==> src/rtl/vse_pkg.sv <==
`timescale 1ns/1ps
package vse_pkg;
    localparam int unsigned PULSE_TICKS = 8;
    localparam int unsigned PULSE_DIV_W = $clog2(PULSE_TICKS);

    typedef enum logic {
        LATCH_IDLE   = 1'b0,
        LATCH_ACTIVE = 1'b1
    } latch_e;
endpackage

==> src/rtl/vse_integ.sv <==
`timescale 1ns/1ps
module vse_integ #(
    parameter int CNT_W = 10,
    parameter int DEC_W = 4
) (
    input  logic             clk,
    input  logic             rst_n,
    input  logic             sync_n,
    input  logic [CNT_W-1:0] thr_lo,
    input  logic [CNT_W-1:0] thr_hi,
    input  logic [DEC_W-1:0] decay,
    output logic             set_req
);
    localparam logic [CNT_W-1:0] ACC_MAX = '1;

    typedef struct packed {
        logic             act;       // sync asserted on the previous edge
        logic             above_hi;  // default level reached on the previous edge
        logic             rel_hit;   // release edge seen with the normal level reached
        logic [CNT_W-1:0] acc;
    } integ_t;

    integ_t st_d, st_q;
    logic   hi_now;

    always_comb begin
        st_d     = st_q;
        st_d.act = ~sync_n;
        if (!sync_n) begin
            st_d.acc = (st_q.acc == ACC_MAX) ? st_q.acc : st_q.acc + 1'b1;
        end else if (st_q.acc > CNT_W'(decay)) begin
            st_d.acc = st_q.acc - CNT_W'(decay);
        end else begin
            st_d.acc = '0;
        end
        hi_now        = (st_q.acc >= thr_hi);
        st_d.above_hi = hi_now;
        st_d.rel_hit  = st_q.act & sync_n & (st_q.acc >= thr_lo);
    end

    // path through the release register, R4 path on the upward crossing
    assign set_req = st_q.rel_hit | (hi_now & ~st_q.above_hi);

    always_ff @(posedge clk) begin
        if (!rst_n) st_q <= '0;
        else        st_q <= st_d;
    end

    AST_ACC_FLOOR: assert property (@(posedge clk) disable iff (!rst_n)
        (sync_n && st_q.acc <= CNT_W'(decay)) |=> (st_q.acc == '0));
    AST_ACC_SATURATE: assert property (@(posedge clk) disable iff (!rst_n)
        (!sync_n && st_q.acc == ACC_MAX) |=> (st_q.acc == ACC_MAX));
    AST_RELEASE_ONLY: assert property (@(posedge clk) disable iff (!rst_n)
        st_q.rel_hit |-> !st_q.act);
endmodule

==> src/rtl/vse_ticker.sv <==
`timescale 1ns/1ps
module vse_ticker
    import vse_pkg::*;
#(
    parameter int TICK_W = 12
) (
    input  logic              clk,
    input  logic              rst_n,
    input  logic              en,
    input  logic [TICK_W-1:0] period,
    output logic              done
);
    typedef struct packed {
        logic [TICK_W-1:0]      presc;
        logic [PULSE_DIV_W-1:0] div;
    } tick_t;

    tick_t             st_d, st_q;
    logic [TICK_W-1:0] per_m1;
    logic              last, tick;

    always_comb begin
        per_m1 = (period == '0) ? '0 : period - 1'b1;
        last   = (st_q.presc >= per_m1);
        tick   = en & last;
        done   = tick & (st_q.div == PULSE_DIV_W'(PULSE_TICKS - 1));
        st_d.presc = (!en || last) ? '0 : st_q.presc + 1'b1;
        if (!en)       st_d.div = '0;
        else if (tick) st_d.div = st_q.div + 1'b1;
        else           st_d.div = st_q.div;
    end

    always_ff @(posedge clk) begin
        if (!rst_n) st_q <= '0;
        else        st_q <= st_d;
    end

    AST_TICKER_IDLE: assert property (@(posedge clk) disable iff (!rst_n)
        !en |=> (st_q.presc == '0 && st_q.div == '0));
endmodule

==> src/rtl/vsync_extract.sv <==
`timescale 1ns/1ps
module vsync_extract
    import vse_pkg::*;
#(
    parameter int CNT_W      = 10,
    parameter int TICK_W     = 12,
    parameter int DEC_W      = 4,
    parameter int DEF_LO     = 16,
    parameter int DEF_HI     = 48,
    parameter int DEF_PERIOD = 4,
    parameter int DEF_DECAY  = 2
) (
    input  logic              clk,
    input  logic              rst_n,
    input  logic              sync_n,
    input  logic              cfg_we,
    input  logic [CNT_W-1:0]  cfg_lo,
    input  logic [CNT_W-1:0]  cfg_hi,
    input  logic [TICK_W-1:0] cfg_period,
    input  logic [DEC_W-1:0]  cfg_decay,
    output logic              vsync_o,
    output logic              vsync_set_o
);
    typedef struct packed {
        logic [CNT_W-1:0]  lo;
        logic [CNT_W-1:0]  hi;
        logic [TICK_W-1:0] per;
        logic [DEC_W-1:0]  dec;
        latch_e            latch;
        logic              strobe;
    } top_t;

    top_t st_d, st_q;
    logic set_req, tick_done;

    vse_integ #(.CNT_W(CNT_W), .DEC_W(DEC_W)) u_integ (
        .clk    (clk),
        .rst_n  (rst_n),
        .sync_n (sync_n),
        .thr_lo (st_q.lo),
        .thr_hi (st_q.hi),
        .decay  (st_q.dec),
        .set_req(set_req)
    );

    vse_ticker #(.TICK_W(TICK_W)) u_ticker (
        .clk   (clk),
        .rst_n (rst_n),
        .en    (vsync_o),
        .period(st_q.per),
        .done  (tick_done)
    );

    always_comb begin
        st_d        = st_q;
        st_d.strobe = 1'b0;
        if (cfg_we && st_q.latch == LATCH_IDLE) begin
            st_d.lo  = cfg_lo;
            st_d.hi  = cfg_hi;
            st_d.per = cfg_period;
            st_d.dec = cfg_decay;
        end
        case (st_q.latch)
            LATCH_IDLE: begin
                if (set_req) begin
                    st_d.latch  = LATCH_ACTIVE;
                    st_d.strobe = 1'b1;
                end
            end
            default: begin
                if (tick_done) st_d.latch = LATCH_IDLE; // requests dropped here
            end
        endcase
    end

    always_ff @(posedge clk) begin
        if (!rst_n) begin
            st_q.lo     <= CNT_W'(DEF_LO);
            st_q.hi     <= CNT_W'(DEF_HI);
            st_q.per    <= TICK_W'(DEF_PERIOD);
            st_q.dec    <= DEC_W'(DEF_DECAY);
            st_q.latch  <= LATCH_IDLE;
            st_q.strobe <= 1'b0;
        end else begin
            st_q <= st_d;
        end
    end

    assign vsync_o     = (st_q.latch == LATCH_ACTIVE);
    assign vsync_set_o = st_q.strobe;

    AST_STROBE_FIRST: assert property (@(posedge clk) disable iff (!rst_n)
        vsync_set_o |-> (vsync_o && !$past(vsync_o)));
    AST_CFG_FROZEN: assert property (@(posedge clk) disable iff (!rst_n)
        vsync_o |=> ($stable(st_q.lo) && $stable(st_q.hi)
                     && $stable(st_q.per) && $stable(st_q.dec)));
    AST_LATCH_HOLDS: assert property (@(posedge clk) disable iff (!rst_n)
        (vsync_o && !tick_done) |=> vsync_o);
endmodule

==> config.mk <==
export PLATFORM = sky130hd
export DESIGN_NAME = vsync_extract
export DESIGN_NICKNAME = d
export VERILOG_FILES = /design/src/rtl/vse_pkg.sv /design/src/rtl/vse_integ.sv /design/src/rtl/vse_ticker.sv /design/src/rtl/vsync_extract.sv
export SDC_FILE = /design/constraint.sdc
export NUM_CORES = 1
export LEC_CHECK = 0
export ABC_AREA = 1
export BUFFER_PORTS_ARGS = -buffer_cell sky130_fd_sc_hd__buf_2
export CAP_MARGIN = 20
export CORE_ASPECT_RATIO = 1.5
export CORE_UTILIZATION = 40
export CTS_CLUSTER_DIAMETER = 120
export DETAILED_ROUTE_END_ITERATION = 12
export GPL_TIMING_DRIVEN = 1
export PLACE_DENSITY = 0.66
export SETUP_SLACK_MARGIN = 0.02
export SLEW_MARGIN = 20
export SYNTH_ARGS = -nofsm -noshare
export SYNTH_HDL_FRONTEND = slang
export SYNTH_SLANG_ARGS = --single-unit
==> constraint.sdc <==
create_clock -name clk -period 3.5 [get_ports clk]
set_clock_uncertainty 0.1 [all_clocks]
set_input_delay 0.175 -clock clk [delete_from_list [all_inputs] [get_ports clk]]
set_output_delay 0.175 -clock clk [all_outputs]
set_load 0.05 [all_outputs]
==> reports/results.ini <==
[floorplanning]
boundaryPins = 42
core_area_um2 = 9740
die_w_um = 83.9
initial_core_util_pct = 41.3
die_y_um = 125
num_rows = 44
die-area_um2 = 10500

[outcome]
violations = design-rule violations
status = complete, but fails checks

[routing]
antenna_left = 0
wl_per_cell_um = 12.8
drt_pass1_iterations = 8
initialDrtViolationCount = 69
vias = 3683
drcViolationCount = 2
routed_wl_um = 9420
drt-vias-per-instance = 5.01

[min_path]
worstHoldStart = cfg_lo[3]
worstHoldPathType = input pin to register
worstHoldPathCells = 3
min_to = st_q[31]

[critical_path]
start_kind = register
cp_slowest_cell = nand4_1
r2r_slack_ns = 0.56
crit_type = register to register
cp_max_fo = 12
path_delay_family = simple AND/OR/NAND/NOR gates
cp.arrival_ns = 3.09
worst_r2r_path_depth = 17
rr_startpoint = st_q[6]
required_ns = 3.64
slowest_delay_ns = 0.40
cp_cell_sequence = inv_1 -> ha_1 -> inv_1 -> nor2_1 -> inv_1 -> nor2_1 -> nand2_1 -> a21oi_1 -> o21ai_0 -> ha_1 -> nand2_1 -> nor2_1 -> inv_1 -> a21oi_1 -> nor2_1 -> nand4_1 -> nor3b_1
cp-end-kind = register
rr_endpoint = u_ticker.st_q[14]
crit_buf_inv = 4

[place]
portBuffers = 41
hpwl_um = 7360
gp_congestion = 0.943
placed_area_um2 = 4300

[clock_tree]
htree_levels = 3
cts.hold.buffers_added = 6
cts_num_sinks = 66
root_buffer = clkbuf_16
post_cts_resized = 0
postCtsSetupRepairBufs = 0
cts_tree = built
cts_buffer_depth = 2
clk_pin_slew_ns = 0.05
cts_made_buffers = 9
clk_latency_ns = 0.33

[synthesis]
yosysUniqueCellTypes = 38
ys.flop_type = dfxtp_1
syn_area_um2 = 4020
syn_inst = 572
seq_area_frac_synth_pct = 32.8
synth_seq_cells = 66
yosysWarnings = 0
synth-edff-count = 0
ys_async_sr_fraction_pct = 0
synth_area_per_cell_um2 = 7.03
synth.net_count = 655

[sta]
slew_violations = 0
fin_setup_tns_ns = 0
rsz0062_at_grt = false
finalHoldViolations = 0
min_period_ns = 2.94
fmaxAchievable_mhz = 340
tightest_slew_ns = 0.764
post-route-period-util_pct = 84.1
slew_headroom_pct = 49.1
hold_slack_ns = 0.0226
setup_viol = 0

[grt]
first_global_vias = 3752
antenna_found_initial = 0
grt_usage_pct = 20.0
grt_pass1_wl_um = 16500
gr-total-overflow = 0
grt_max_degree = 46

[cells_and_area]
layout.nets = 698
area_growth_pct = 16.2
diodes = 0
layout_common_cells = nor2_1, nand2_1, inv_1, dfxtp_1, a21oi_1
finalInstanceArea_um2 = 4670
fillers = 987
drive_above_1_share_pct = 12.9

[power]
total_power_mw = 3.21
leakagePower_nw = 2.23
powerDensity_nw_per_um2 = 687
vdd_drop_max_mv = 0.289

[run]
max-cap-violations = 0

==> sequential cells by signal (all words and copies together) (netlist names) <==
signal,count
u_integ.st_q,13
u_ticker.st_q,15
st_q,36
vsync_o,1
vsync_set_o,1
==> layout make-up <==
cell class	instances	area, um^2	area share, %
Multi-Input combinational cell	408	2320	49.6
Clock inverter	5	78.8	1.69
Timing Repair Buffer	48	273	5.84
Sequential cell	66	1320	28.3
Clock buffer	11	233	4.98
Inverter	82	308	6.58
Tap cell	115	144	3.08
==> logic make-up after synthesis <==
| kind of cell | synth area share [%] |
|---|---|
| AO/OA/AOI/OAI | 15.4 |
| XOR/XNOR | 2.83 |
| adder cells (fa/ha/maj) | 13.6 |
| flip-flops | 32.8 |
| AND/OR/NAND/NOR | 25.8 |
| buffers and inverters | 9.58 |
==> per-stage QoR <==
| step | worst slack (ns) | utilization (%) | std cells |
|---|---|---|---|
| global placement | 0.667 | 44.2 | 713 |
| CTS | 0.516 | 48.0 | 735 |
| floorplan | 0.999 | - | 572 |
| detailed placement | 0.526 | 44.2 | 713 |
| global route | 0.129 | 48.0 | 735 |
| finish | 0.556 | 48.0 | 735 |
==> Yosys cell counts (2+ instances only) <==
master / count / area, um^2
a21oi_1: 48 / 240
a21oi_2: 2 / 17.5
a31oi_1: 2 / 12.5
buf_2: 8 / 40.0
buf_4: 2 / 15.0
clkbuf_1: 5 / 18.8
dfxtp_1: 66 / 1320
ha_1: 42 / 526
inv_1: 78 / 293
inv_2: 4 / 15.0
nand2_1: 90 / 338
nand2_2: 7 / 43.8
nand3_1: 27 / 135
nand4_1: 11 / 68.8
nand4_2: 2 / 25.0
nor2_1: 90 / 338
nor2_4: 2 / 22.5
nor3_1: 3 / 15.0
o211ai_1: 7 / 52.6
o21ai_0: 46 / 230
or2_2: 2 / 12.5
xnor2_1: 4 / 35.0
xor2_1: 9 / 78.8
==> worst reg2reg max path, cell delays in order, from the launching register on <==
cell and delay (ns):
dfxtp_1 0.30, inv_1 0.13, ha_1 0.21, inv_1 0.06
nor2_1 0.17, inv_1 0.09, nor2_1 0.12, nand2_1 0.08
a21oi_1 0.14, o21ai_0 0.10, ha_1 0.28, nand2_1 0.08
nor2_1 0.07, inv_1 0.06, a21oi_1 0.03, nor2_1 0.12
nand4_1 0.40, nor3b_1 0.31
==> per-layer routing <==
| metal | vias to the layer above | global-route usage [%] | share of wire (%) |
|---|---|---|---|
| li1 | 1954 | - | - |
| met1 | 1660 | 19.9 | 40 |
| met2 | 49 | 38.1 | 54 |
| met3 | 20 | 4.51 | 2.9 |
| met4 | 0 | 9.63 | 2.7 |
| met5 | - | 0 | 0 |
==> power by group <==
group	internal (mW)	leakage (nW)	switching, mW
Combinational	0.462	1.53	0.784
Clock	0.622	0.153	0.321
Sequential	0.886	0.543	0.137
Total	1.97	2.23	1.24
==> worst max-delay path by stage <==
stage	from	endpoint	cells after the start
after global routing	st_q[6]	u_ticker.st_q[14]	17
after detailed placement	st_q[6]	u_ticker.st_q[14]	17
after global placement	st_q[6]	u_ticker.st_q[14]	17
final	st_q[6]	u_ticker.st_q[14]	17
after floorplan	st_q[6]	u_ticker.st_q[1]	19
after CTS	st_q[6]	u_ticker.st_q[14]	17
No activity file was read; power rests on OpenSTA's default activity.
